`src/rtl/pe_pkg.sv`:
```
package pe_pkg;
  typedef enum logic {
    OUT_COMB = 1'b0,
    OUT_REG  = 1'b1
  } out_mode_e;

  typedef struct packed {
    logic any_n;
    logic idle_n;
  } flags_t;

  localparam flags_t FLAGS_OFF = '{any_n: 1'b1, idle_n: 1'b1};
endpackage

```
`src/rtl/pe_scan.sv`:
```
module pe_scan #(
  parameter int LINES = 8,
  localparam int CW = $clog2(LINES)
) (
  input  logic [LINES-1:0] req_n,
  output logic [CW-1:0]    win_idx,
  output logic             hit
);
  always_comb begin
    win_idx = '0;
    hit     = 1'b0;
    for (int i = 0; i < LINES; i++) begin
      if (!req_n[i]) begin
        win_idx = CW'(i);
        hit     = 1'b1;
      end
    end
  end
endmodule

```
`src/rtl/pe_flags.sv`:
```
module pe_flags #(
  parameter int LINES = 8,
  localparam int CW = $clog2(LINES)
) (
  input  logic           en_n,
  input  logic [CW-1:0]  win_idx,
  input  logic           hit,
  output logic [CW-1:0]  code_n,
  output pe_pkg::flags_t flags
);
  always_comb begin
    if (en_n) begin
      code_n = '1;
      flags  = pe_pkg::FLAGS_OFF;
    end else begin
      code_n       = ~win_idx;
      flags.any_n  = ~hit;
      flags.idle_n = hit;
    end
  end
endmodule

```
`src/rtl/pe_stage.sv`:
```
module pe_stage #(
  parameter int LINES = 8,
  parameter pe_pkg::out_mode_e MODE = pe_pkg::OUT_REG,
  localparam int CW = $clog2(LINES)
) (
  input  logic           clk,
  input  logic           rst,
  input  logic [CW-1:0]  code_d,
  input  pe_pkg::flags_t flags_d,
  output logic [CW-1:0]  code_q,
  output pe_pkg::flags_t flags_q
);
  generate
    if (MODE == pe_pkg::OUT_REG) begin : g_reg
      always_ff @(posedge clk) begin
        if (rst) begin
          code_q  <= '1;
          flags_q <= pe_pkg::FLAGS_OFF;
        end else begin
          code_q  <= code_d;
          flags_q <= flags_d;
        end
      end
      a_r8_reset_inactive: assert property (@(posedge clk)
        rst |=> (code_q == '1 && flags_q == pe_pkg::FLAGS_OFF));
    end else begin : g_comb
      assign code_q  = code_d;
      assign flags_q = flags_d;
    end
  endgenerate
endmodule

```
`src/rtl/prio_enc_lowtrue.sv`:
```
module prio_enc_lowtrue #(
  parameter int LINES = 8,
  parameter bit REG_OUT = 1'b1,
  localparam int CW = $clog2(LINES)
) (
  input  logic             clk,
  input  logic             rst,
  input  logic             en_n,
  input  logic [LINES-1:0] req_n,
  output logic [CW-1:0]    code_n,
  output logic             any_n,
  output logic             idle_n
);
  localparam pe_pkg::out_mode_e MODE = REG_OUT ? pe_pkg::OUT_REG : pe_pkg::OUT_COMB;

  logic [CW-1:0]  win_idx;
  logic           hit;
  logic [CW-1:0]  code_d;
  logic [CW-1:0]  code_q;
  pe_pkg::flags_t flags_d;
  pe_pkg::flags_t flags_q;

  pe_scan #(.LINES(LINES)) u_scan (
    .req_n(req_n), .win_idx(win_idx), .hit(hit)
  );

  pe_flags #(.LINES(LINES)) u_flags (
    .en_n(en_n), .win_idx(win_idx), .hit(hit),
    .code_n(code_d), .flags(flags_d)
  );

  pe_stage #(.LINES(LINES), .MODE(MODE)) u_stage (
    .clk(clk), .rst(rst), .code_d(code_d), .flags_d(flags_d),
    .code_q(code_q), .flags_q(flags_q)
  );

  assign code_n = code_q;
  assign any_n  = flags_q.any_n;
  assign idle_n = flags_q.idle_n;

  generate
    if (REG_OUT) begin : g_chk_reg
      a_r4_disabled_quiet: assert property (@(posedge clk) disable iff (rst)
        en_n |=> (code_n == '1 && any_n && idle_n));
      a_r5_flags_opposite: assert property (@(posedge clk) disable iff (rst)
        !en_n |=> (any_n != idle_n));
      a_r6_idle_code_ones: assert property (@(posedge clk) disable iff (rst)
        (!en_n && &req_n) |=> (!idle_n && any_n && code_n == '1));
      a_r2_top_line_wins: assert property (@(posedge clk) disable iff (rst)
        (!en_n && !req_n[LINES-1]) |=> (code_n == '0 && !any_n));
    end else begin : g_chk_comb
      a_r4_disabled_quiet: assert property (@(posedge clk) disable iff (rst)
        en_n |-> (code_n == '1 && any_n && idle_n));
      a_r5_flags_opposite: assert property (@(posedge clk) disable iff (rst)
        !en_n |-> (any_n != idle_n));
      a_r6_idle_code_ones: assert property (@(posedge clk) disable iff (rst)
        (!en_n && &req_n) |-> (!idle_n && any_n && code_n == '1));
      a_r2_top_line_wins: assert property (@(posedge clk) disable iff (rst)
        (!en_n && !req_n[LINES-1]) |-> (code_n == '0 && !any_n));
    end
  endgenerate
endmodule

```
`config.mk`:
```
export PLATFORM = sky130hd
export DESIGN_NAME = prio_enc_lowtrue
export DESIGN_NICKNAME = d
export VERILOG_FILES = /design/src/rtl/pe_pkg.sv /design/src/rtl/pe_scan.sv /design/src/rtl/pe_flags.sv /design/src/rtl/pe_stage.sv /design/src/rtl/prio_enc_lowtrue.sv
export SDC_FILE = /design/constraint.sdc
export NUM_CORES = 1
export LEC_CHECK = 0
export BUFFER_PORTS_ARGS = -buffer_cell sky130_fd_sc_hd__buf_2
export CAP_MARGIN = 20
export CORE_AREA = 2 2 39 41
export CTS_BUF_LIST = sky130_fd_sc_hd__clkbuf_4 sky130_fd_sc_hd__clkbuf_8
export CTS_CLUSTER_SIZE = 16
export DETAILED_ROUTE_END_ITERATION = 10
export DIE_AREA = 0 0 41 43
export RECOVER_POWER = 100
export REMOVE_ABC_BUFFERS = 1
export SLEW_MARGIN = 15
export SYNTH_ARGS = -nofsm -noshare
export SYNTH_HDL_FRONTEND = slang
export SYNTH_HIERARCHICAL = 1
export SYNTH_SLANG_ARGS = --single-unit
```
`constraint.sdc`:
```
create_clock -name clk -period 1.1 [get_ports clk]
set_input_delay 0.11 -clock clk [delete_from_list [all_inputs] [get_ports clk]]
set_output_delay 0.11 -clock clk [all_outputs]
set_load 0.1 [all_outputs]
```
==> results of run 1 <==
## registers in the layout, indices dropped and copies added, names as in the netlist
signal	count
u_stage/code_q	3
u_stage/flags_q	2
## stage by stage
| step | TNS (ns) | util (%) | area (um^2) | instances | setup WS (ns) |
|---|---|---|---|---|---|
| finish | 0 | 28.9 | 400 | 67 | 0.137 |
| global route | 0 | 28.9 | 400 | 67 | 0.0773 |
| CTS | 0 | 33.5 | 464 | 67 | 0.153 |
| detailed placement | -0.0989 | 31.4 | 434 | 63 | -0.0989 |
| global placement | -0.0901 | 31.4 | 434 | 63 | -0.0901 |
| floorplan | 0 | - | 219 | 26 | 0.0369 |
## cells by family (layout without fill, tap and decap cells)
family	count (synthesis)	after routing	share of synthesized area, %
and+or+nand+nor	16	16	42.3
DFF	5	5	45.7
AOI/OAI and AO/OA	3	3	8.57
buffers and inverters	2	27	3.43
## cells in the mapped netlist
library cell	n	share of area, %
or2_1	6	17
dfxtp_1	5	46
nand2b_1	4	11
inv_1	2	3.4
nand2_1	2	3.4
nand3_1	2	4.6
o21ai_0	2	4.6
a31o_2	1	4.0
nand4_1	1	2.9
or3_1	1	2.9
## power by group through the flow
| stage | clock network, mW | logic (mW) | registers [mW] |
|---|---|---|---|
| after floorplan | 0 | 0.0200 | 0.255 |
| after detailed placement | 0 | 0.154 | 0.200 |
| after global placement | 0 | 0.152 | 0.200 |
| final | 0.230 | 0.131 | 0.192 |
| after global routing | 0.259 | 0.140 | 0.192 |
| after CTS | 0.239 | 0.154 | 0.197 |
## per-layer routing
metal	wire, um	global-route usage (%)	vias up
met5	0	0	-
met4	0	10.0	0
met3	62	3.14	0
met2	202	6.25	14
met1	186	8.04	87
li1	-	-	135
## cell type report
cell class	count	area (um^2)	share of cell area, %
timing repair buffer	21	131	32.8
tap	16	20.0	5.00
sequential	5	100	25.0
inverter	2	7.51	1.88
multi-input combinational	19	111	27.8
clock buffer	4	30.0	7.50
## worst paths after layout
check                              from            endpoint  slack [ns]  cells after the start
worst min-delay path                rst  u_stage/flags_q[0]         0.1                      2
worst max-delay path  u_stage/code_q[0]           code_n[0]        0.14                      1
==> results.md, run 1 <==
* Worst stage delay on the critical path at 0.32 ns
* Fin crit share at 87.6%
* Vias in the first global route at 192
* # diodes at 0
* Initial antenna violation count at 0
* Num CTS Buffers at 3
* Crit Path Class: flip-flop to output pin
* Leak at 0.191 nW
* Worst slew pin tran at 0.303 ns
* Hold_ws at 0.0969 ns
* Post-CTS sizing at 0
* Sequential share of the synthesized area at 45.7%
* Switch share at 28.0%
* Final hold violation count at 0
* Clock Power Share at 41.6%
* Initial core utilization at 15.8%
* Clk sinks at 5
* Commonest non-fill, non-tap cell in the layout: clkbuf_4
* Final Routed Wirelength at 450 um
* Final Slew Violations at 0
* Congestion Overflow GR at 0
* Minimum clock period at 0.963 ns
* Syn_area_per_cell at 8.42 um^2
* Port buffer count at 15
* VDD IR max at 0.000292 V
* Mapped Area at 219 um^2
* Via density per instance at 3.52
* CP delay by family, top: buffers and inverters
* Number of max-cap violations at 0
* Core footprint at 1380 um^2
* Residual DRC at 0
* Global-route wire length before repair at 690 um
* Nets at 63
* Most frequent cells in the layout: clkbuf_4, buf_2, or2_1
* I/O pins at 16
* Reg power frac at 34.7%
* Cell breakdown of the critical path: clkbuf_4
* Setup crit end kind: output pin
* Final setup vio count at 0
* Layout cells sized above 1 at 49.0%
* Area grow syn2layout at 82.9%
* Power Density at 1380 nW/um^2
* Unrepaired setup endpoints after global routing: false
* FMAX at 1.04 GHz
* Post-Synthesis Cells at 26
* Slowest CP cell: clkbuf_4
* Num rows at 14
* Setup repair bufs after CTS at 0
* Clk slew on worst S/H paths at 0.04 ns
* Wirelength per Cell at 6.72 um
* Drt pass-1 iters at 1
* CTS tree: done
* Clk buf depth at 2
* Status: finished clean
* Gate power share at 23.7%
* Die area at 1760 um^2
* ANT nets after route at 0
* Via count at 236
* Fillcell total at 159
* PnR Total Power at 0.553 mW
* Worst path arrival time at 0.85 ns
* CP Buf/Inv Count at 1
* Max transition margin at 79.9%
* Yosys warns at 6
* Net Sw Power at 0.155 mW
* Die Wd at 41 um
* Die extent in y at 43 um
* CP Max Fanout at 1
* Startpoint types: flip-flop
* Hold_buf cts at 0
* Synth Register Bits at 5
* Tot GR Track Use at 6.63%
* Clock root buffer: clkbuf_4
* Hold Crit Class: input pin to flip-flop
* Required @ worst endpoint at 0.99 ns
* Gpl congestion at 0.628
* First DRT Iteration DRCs at 0
* Yosys cell types at 10
* H-tree depth at 1
* Largest net degree at the start of global routing at 6
* Int Pwr at 0.398 mW
Power figures use the tool's default switching activity.
==> run 2, diff against run 1 <==
--- a/config.mk
+++ b/config.mk
@@ -14,6 +14,7 @@
 export DIE_AREA = 0 0 41 43
 export RECOVER_POWER = 100
 export REMOVE_ABC_BUFFERS = 1
+export SETUP_SLACK_MARGIN = 0.2
 export SLEW_MARGIN = 15
 export SYNTH_ARGS = -nofsm -noshare
 export SYNTH_HDL_FRONTEND = slang
==> run 2 against run 1 <==
  * Wire length is 10% higher
  * Worst setup slack hardly changed
  * Die area stayed put
  * Flip-flop and latch count stayed put
  * Combinational power hardly changed
  * Sequential share of layout area is 0.52 points lower
  * Final area is 4.7% higher
  * Sequential power hardly changed
  * Utilization is 1.4 points higher
  * Total power is 0.65% higher
  * Critical path type unchanged
  * Largest cell class unchanged
==> results.md, run 2 (same netlist as run 1, synthesis figures left out) <==
* Max reg flops at 3 (unchanged)
* Most frequent cells in the layout: clkbuf_4, buf_2, or2_1, buf_4, nand2b_1 (was clkbuf_4, buf_2, or2_1)
* Largest regs: u_stage/code_q (3), u_stage/flags_q (2) (unchanged)
* Number of max-cap violations at 0 (unchanged)
* Setup TNS Final at 0 ns (unchanged)
* Max transition margin at 79.9% (unchanged)
* ANT nets after route at 0 (unchanged)
* Placed insts at 63 (unchanged)
* Hold Crit Class: input pin to flip-flop (unchanged)
* I/O pins at 16 (unchanged)
* Via count at 247 (was 236)
* Area grow syn2layout at 91.4% (was 82.9%)
* Setup crit end kind: output pin (unchanged)
* Crit Path Class: flip-flop to output pin (unchanged)
* Reg power frac at 34.6% (was 34.7%)
* Fin crit share at 87.6% (about the same)
* # diodes at 0 (unchanged)
* Clk buf depth at 2 (unchanged)
* Leak at 0.202 nW (was 0.191 nW)
* Worst Hold Launch: rst (unchanged)
* Net Sw Power at 0.156 mW (was 0.155 mW)
* Port buffer count at 15 (unchanged)
* Worst slew pin tran at 0.303 ns (unchanged)
* Startpoint types: flip-flop (unchanged)
* Drt pass-1 iters at 1 (unchanged)
* Final Routed Wirelength at 495 um (was 450 um)
* Wirelength per Cell at 7.17 um (was 6.72 um)
* CP Max Fanout at 1 (unchanged)
* Via density per instance at 3.58 (was 3.52)
* FMAX at 1.04 GHz (about the same)
* First DRT Iteration DRCs at 0 (unchanged)
* Initial core utilization at 15.8% (unchanged)
* Residual DRC at 0 (unchanged)
* Fillcell total at 160 (was 159)
* Global-route wire length before repair at 759 um (was 690 um)
* Hold worst-path end: u_stage/flags_q[0] (unchanged)
* Worst path arrival time at 0.85 ns (about the same)
* Int Pwr at 0.400 mW (was 0.398 mW)
* Die area at 1760 um^2 (unchanged)
* Num CTS Buffers at 3 (unchanged)
* CTS tree: done (unchanged)
* Core footprint at 1380 um^2 (unchanged)
* Minimum clock period at 0.964 ns (was 0.963 ns)
* Gpl congestion at 0.628 (unchanged)
* Die extent in y at 43 um (unchanged)
* Die Wd at 41 um (unchanged)
* Initial antenna violation count at 0 (unchanged)
* CP Buf/Inv Count at 1 (unchanged)
* Clock root buffer: clkbuf_4 (unchanged)
* Gate power share at 24.0% (was 23.7%)
* Commonest non-fill, non-tap cell in the layout: clkbuf_4 (unchanged)
* Clk slew on worst S/H paths at 0.04 ns (about the same)
* H-tree depth at 1 (unchanged)
* Cell breakdown of the critical path: clkbuf_4 (unchanged)
* Vias in the first global route at 217 (was 192)
* Final Slew Violations at 0 (unchanged)
* Hold Path Depth at 2 (unchanged)
* Unrepaired setup endpoints after global routing: true (was false)
* Layout cells sized above 1 at 56.6% (was 49.0%)
* Clk sinks at 5 (unchanged)
* Final hold violation count at 0 (unchanged)
* Final setup vio count at 0 (unchanged)
* VDD IR max at 0.000294 V (was 0.000292 V)
* Clock Power Share at 41.4% (was 41.6%)
* Largest net degree at the start of global routing at 6 (unchanged)
* Required @ worst endpoint at 0.99 ns (about the same)
* Nets at 65 (was 63)
* Num rows at 14 (unchanged)
* Slowest CP cell: clkbuf_4 (unchanged)
* Status: finished clean (unchanged)
* Tot GR Track Use at 7.13% (was 6.63%)
* Worst stage delay on the critical path at 0.31 ns (was 0.32 ns)
* CP delay by family, top: buffers and inverters (unchanged)
* Non-Filler Instances at 69 (was 67)
* Top reg by flops: u_stage/code_q (unchanged)
* Power Density at 1330 nW/um^2 (was 1380 nW/um^2)
* Switch share at 28.0% (about the same)
* Congestion Overflow GR at 0 (unchanged)
[run 2: timing repair]
item,in CTS,in global routing
setup endpoints to repair,1,3
pin swaps,2,0
resized for setup,0,3
hold buffers,0,0
buffers inserted,2,0
[run 2: area by class of cell]
class	count	area [um^2]	area share, %
timing repair buffer	23	148	35.2
multi-input combinational	19	111	26.6
sequential	5	103	24.5
clock buffer	4	30.0	7.16
inverter	2	7.51	1.79
tap	16	20.0	4.78
[run 2: power by group through the flow]
stage,combinational (mW),sequential (mW),clock [mW]
2_1_floorplan,0.0200,0.255,0
4_1_cts,0.156,0.197,0.239
3_3_place_gp,0.152,0.200,0
5_1_grt,0.142,0.193,0.259
6_report,0.134,0.193,0.230
3_5_place_dp,0.154,0.200,0
[run 2: metal layers]
| layer | up-vias | part of all wire, % | GRT usage, % | wire length [um] |
|---|---|---|---|---|
| li1 | 138 | - | - | - |
| met1 | 95 | 38 | 8.04 | 190 |
| met2 | 14 | 49 | 7.81 | 244 |
| met3 | 0 | 12 | 3.14 | 61 |
| met4 | 0 | 0 | 10.0 | 0 |
| met5 | - | 0 | 0 | 0 |
[run 2: through the flow]
step | hold slack, ns | util [%] | area [um^2] | total power [mW] | setup WS, ns
floorplan | 0.207 | - | 219 | 0.275 | 0.0369
global placement | 0.340 | 31.4 | 434 | 0.352 | -0.0901
detailed placement | 0.342 | 31.4 | 434 | 0.354 | -0.0989
CTS | 0.0932 | 34.6 | 479 | 0.591 | 0.199
global route | 0.107 | 30.3 | 419 | 0.594 | 0.0987
finish | 0.0971 | 30.3 | 419 | 0.556 | 0.136
[run 2: worst max path at each step]
stage,end,startpoint,cells after the start
6_report,code_n[0],u_stage/code_q[0],1
5_1_grt,code_n[0],u_stage/code_q[0],1
4_1_cts,u_stage/flags_q[0],req_n[7],5
3_5_place_dp,u_stage/flags_q[0],req_n[6],5
3_3_place_gp,u_stage/flags_q[0],req_n[6],5
2_1_floorplan,u_stage/flags_q[0],req_n[6],4
==> run 3, diff against run 2 <==
--- a/config.mk
+++ b/config.mk
@@ -7,11 +7,14 @@
 export LEC_CHECK = 0
 export BUFFER_PORTS_ARGS = -buffer_cell sky130_fd_sc_hd__buf_2
 export CAP_MARGIN = 20
+export CELL_PAD_IN_SITES_DETAIL_PLACEMENT = 1
+export CELL_PAD_IN_SITES_GLOBAL_PLACEMENT = 1
 export CORE_AREA = 2 2 39 41
 export CTS_BUF_LIST = sky130_fd_sc_hd__clkbuf_4 sky130_fd_sc_hd__clkbuf_8
 export CTS_CLUSTER_SIZE = 16
 export DETAILED_ROUTE_END_ITERATION = 10
 export DIE_AREA = 0 0 41 43
+export PLACE_DENSITY_LB_ADDON = 0.1
 export RECOVER_POWER = 100
 export REMOVE_ABC_BUFFERS = 1
 export SETUP_SLACK_MARGIN = 0.2
==> run 3 against run 2 <==
  * Worst setup slack got worse by 0.0078 ns
  * Wire length rose by 32%
  * Global-route usage rose by 1.7 points
  * Clock-buffer cell count did not move
  * Sequential power barely moved
  * Critical path depth did not move
  * Worst hold slack improved by 0.0073 ns
  * Die area did not move
  * Flip-flop and latch count did not move
==> results.md, run 3 (same netlist as run 1, synthesis figures left out) <==
* Final core occ at 28.3% (was 30.3%)
* Clk sinks at 5 (unchanged)
* Nets at 62 (was 65)
* Cell breakdown of the critical path: clkbuf_4 (unchanged)
* Wirelength per Cell at 9.92 um (was 7.17 um)
* CP Max Fanout at 1 (unchanged)
* Number of max-cap violations at 0 (unchanged)
* Unrepaired setup endpoints after global routing: true (unchanged)
* Worst Hold Launch: rst (unchanged)
* Num CTS Buffers at 3 (unchanged)
* Largest net degree at the start of global routing at 6 (unchanged)
* Drt pass-1 iters at 2 (was 1)
* Via density per instance at 3.92 (was 3.58)
* Status: finished clean (unchanged)
* Clock root buffer: clkbuf_4 (unchanged)
* First DRT Iteration DRCs at 3 (was 0)
* Top reg by flops: u_stage/code_q (unchanged)
* Setup crit end kind: output pin (unchanged)
* Die Wd at 41 um (unchanged)
* Max reg flops at 3 (unchanged)
* Final setup vio count at 0 (unchanged)
* Via count at 259 (was 247)
* FMAX at 1.03 GHz (was 1.04 GHz)
* Residual DRC at 0 (unchanged)
* Area post-placement at 412 um^2 (was 434 um^2)
* Initial antenna violation count at 0 (unchanged)
* Initial core utilization at 15.8% (unchanged)
* Final hold violation count at 0 (unchanged)
* Max transition margin at 79.7% (was 79.9%)
* Crit Path Class: flip-flop to output pin (unchanged)
* # diodes at 0 (unchanged)
* Required @ worst endpoint at 0.99 ns (about the same)
* Area grow syn2layout at 78.9% (was 91.4%)
* Final Slew Violations at 0 (unchanged)
* Startpoint types: flip-flop (unchanged)
* Gpl congestion at 0.608 (was 0.628)
* Tot GR Track Use at 8.82% (was 7.13%)
* Final Routed Wirelength at 655 um (was 495 um)
* Hold_ws at 0.104 ns (was 0.0971 ns)
* Most frequent cells in the layout: clkbuf_4, buf_2, or2_1 (was clkbuf_4, buf_2, or2_1, buf_4, nand2b_1)
* CP Buf/Inv Count at 1 (unchanged)
* I/O pins at 16 (unchanged)
* Die area at 1760 um^2 (unchanged)
* Clk buf depth at 2 (unchanged)
* VDD IR max at 0.000223 V (was 0.000294 V)
* ANT nets after route at 0 (unchanged)
* H-tree depth at 1 (unchanged)
* Congestion Overflow GR at 0 (unchanged)
* CTS tree: done (unchanged)
* Vias in the first global route at 256 (was 217)
* Clk slew on worst S/H paths at 0.04 ns (about the same)
* DP Wirelength at 547 um
* Worst slew pin tran at 0.306 ns (was 0.303 ns)
* Crit path from: u_stage/code_q[1] (was u_stage/code_q[0])
* PnR Total Power at 0.547 mW (was 0.556 mW)
* Core footprint at 1380 um^2 (unchanged)
* Design area at 392 um^2 (was 419 um^2)
* Power Density at 1400 nW/um^2 (was 1330 nW/um^2)
* Layout cells sized above 1 at 50.0% (was 56.6%)
* Hold Crit Class: input pin to flip-flop (unchanged)
* Commonest non-fill, non-tap cell in the layout: clkbuf_4 (unchanged)
* Die extent in y at 43 um (unchanged)
* Worst stage delay on the critical path at 0.32 ns (was 0.31 ns)
* Minimum clock period at 0.971 ns (was 0.964 ns)
* Leak at 0.184 nW (was 0.202 nW)
* Global-route wire length before repair at 1000 um (was 759 um)
* Worst slack, placed at -0.132 ns (was -0.0989 ns)
* Largest regs: u_stage/code_q (3), u_stage/flags_q (2) (unchanged)
* CP delay by family, top: buffers and inverters (unchanged)
* Fin crit share at 88.3% (was 87.6%)
* Worst path arrival time at 0.86 ns (was 0.85 ns)
* Slowest CP cell: clkbuf_4 (unchanged)
* Setup ws final at 0.129 ns (was 0.136 ns)
* Port buffer count at 15 (unchanged)
* Num rows at 14 (unchanged)
-- run 3: cell count changes in the layout (fill, tap and decap cells not counted) --
cell / change
dfxtp_2: -1
buf_4: -4
clkbuf_1: +1
dfxtp_1: +1
-- run 3: path summary, 6_finish.rpt --
check | endpoint | cells past startpoint
setup / recovery | code_n[1] | 1
hold / removal | u_stage/code_q[1] | 2
-- run 3: repair_timing --
action,in CTS,in global routing
setup buffers,2,0
pin swaps,2,0
resized for setup,0,2
endpoints found under the setup margin,1,2
hold buffers,0,0
-- run 3: layout make-up --
type,instances,area (um^2)
Multi-Input combinational cell,19,111
Inverter,2,7.51
Clock buffer,4,30.0
Tap cell,16,20.0
Sequential cell,5,101
Fill cell,176,992
Timing Repair Buffer,20,121
-- run 3: where the power goes --
group	internal, mW	leakage [nW]	switching (mW)
Sequential	0.191	0.0411	0.00184
Combinational	0.0402	0.125	0.0867
Clock	0.161	0.0184	0.0668
Total	0.392	0.184	0.155
-- run 3: through the flow --
step	cells	setup TNS (ns)
3_3_place_gp	60	-0.110
4_1_cts	66	0
6_report	66	0
5_1_grt	66	0
3_5_place_dp	60	-0.132
2_1_floorplan	26	0
-- run 3: layer usage --
layer / vias up / global-route usage, % / share of wire, % / wire length [um]
met2: 11 / 15.6 / 59 / 386
met4: 0 / 8.00 / 0 / 0
met5: - / 0 / 0 / 0
li1: 133 / - / - / -
met1: 115 / 7.35 / 30 / 197
met3: 0 / 1.57 / 11 / 71
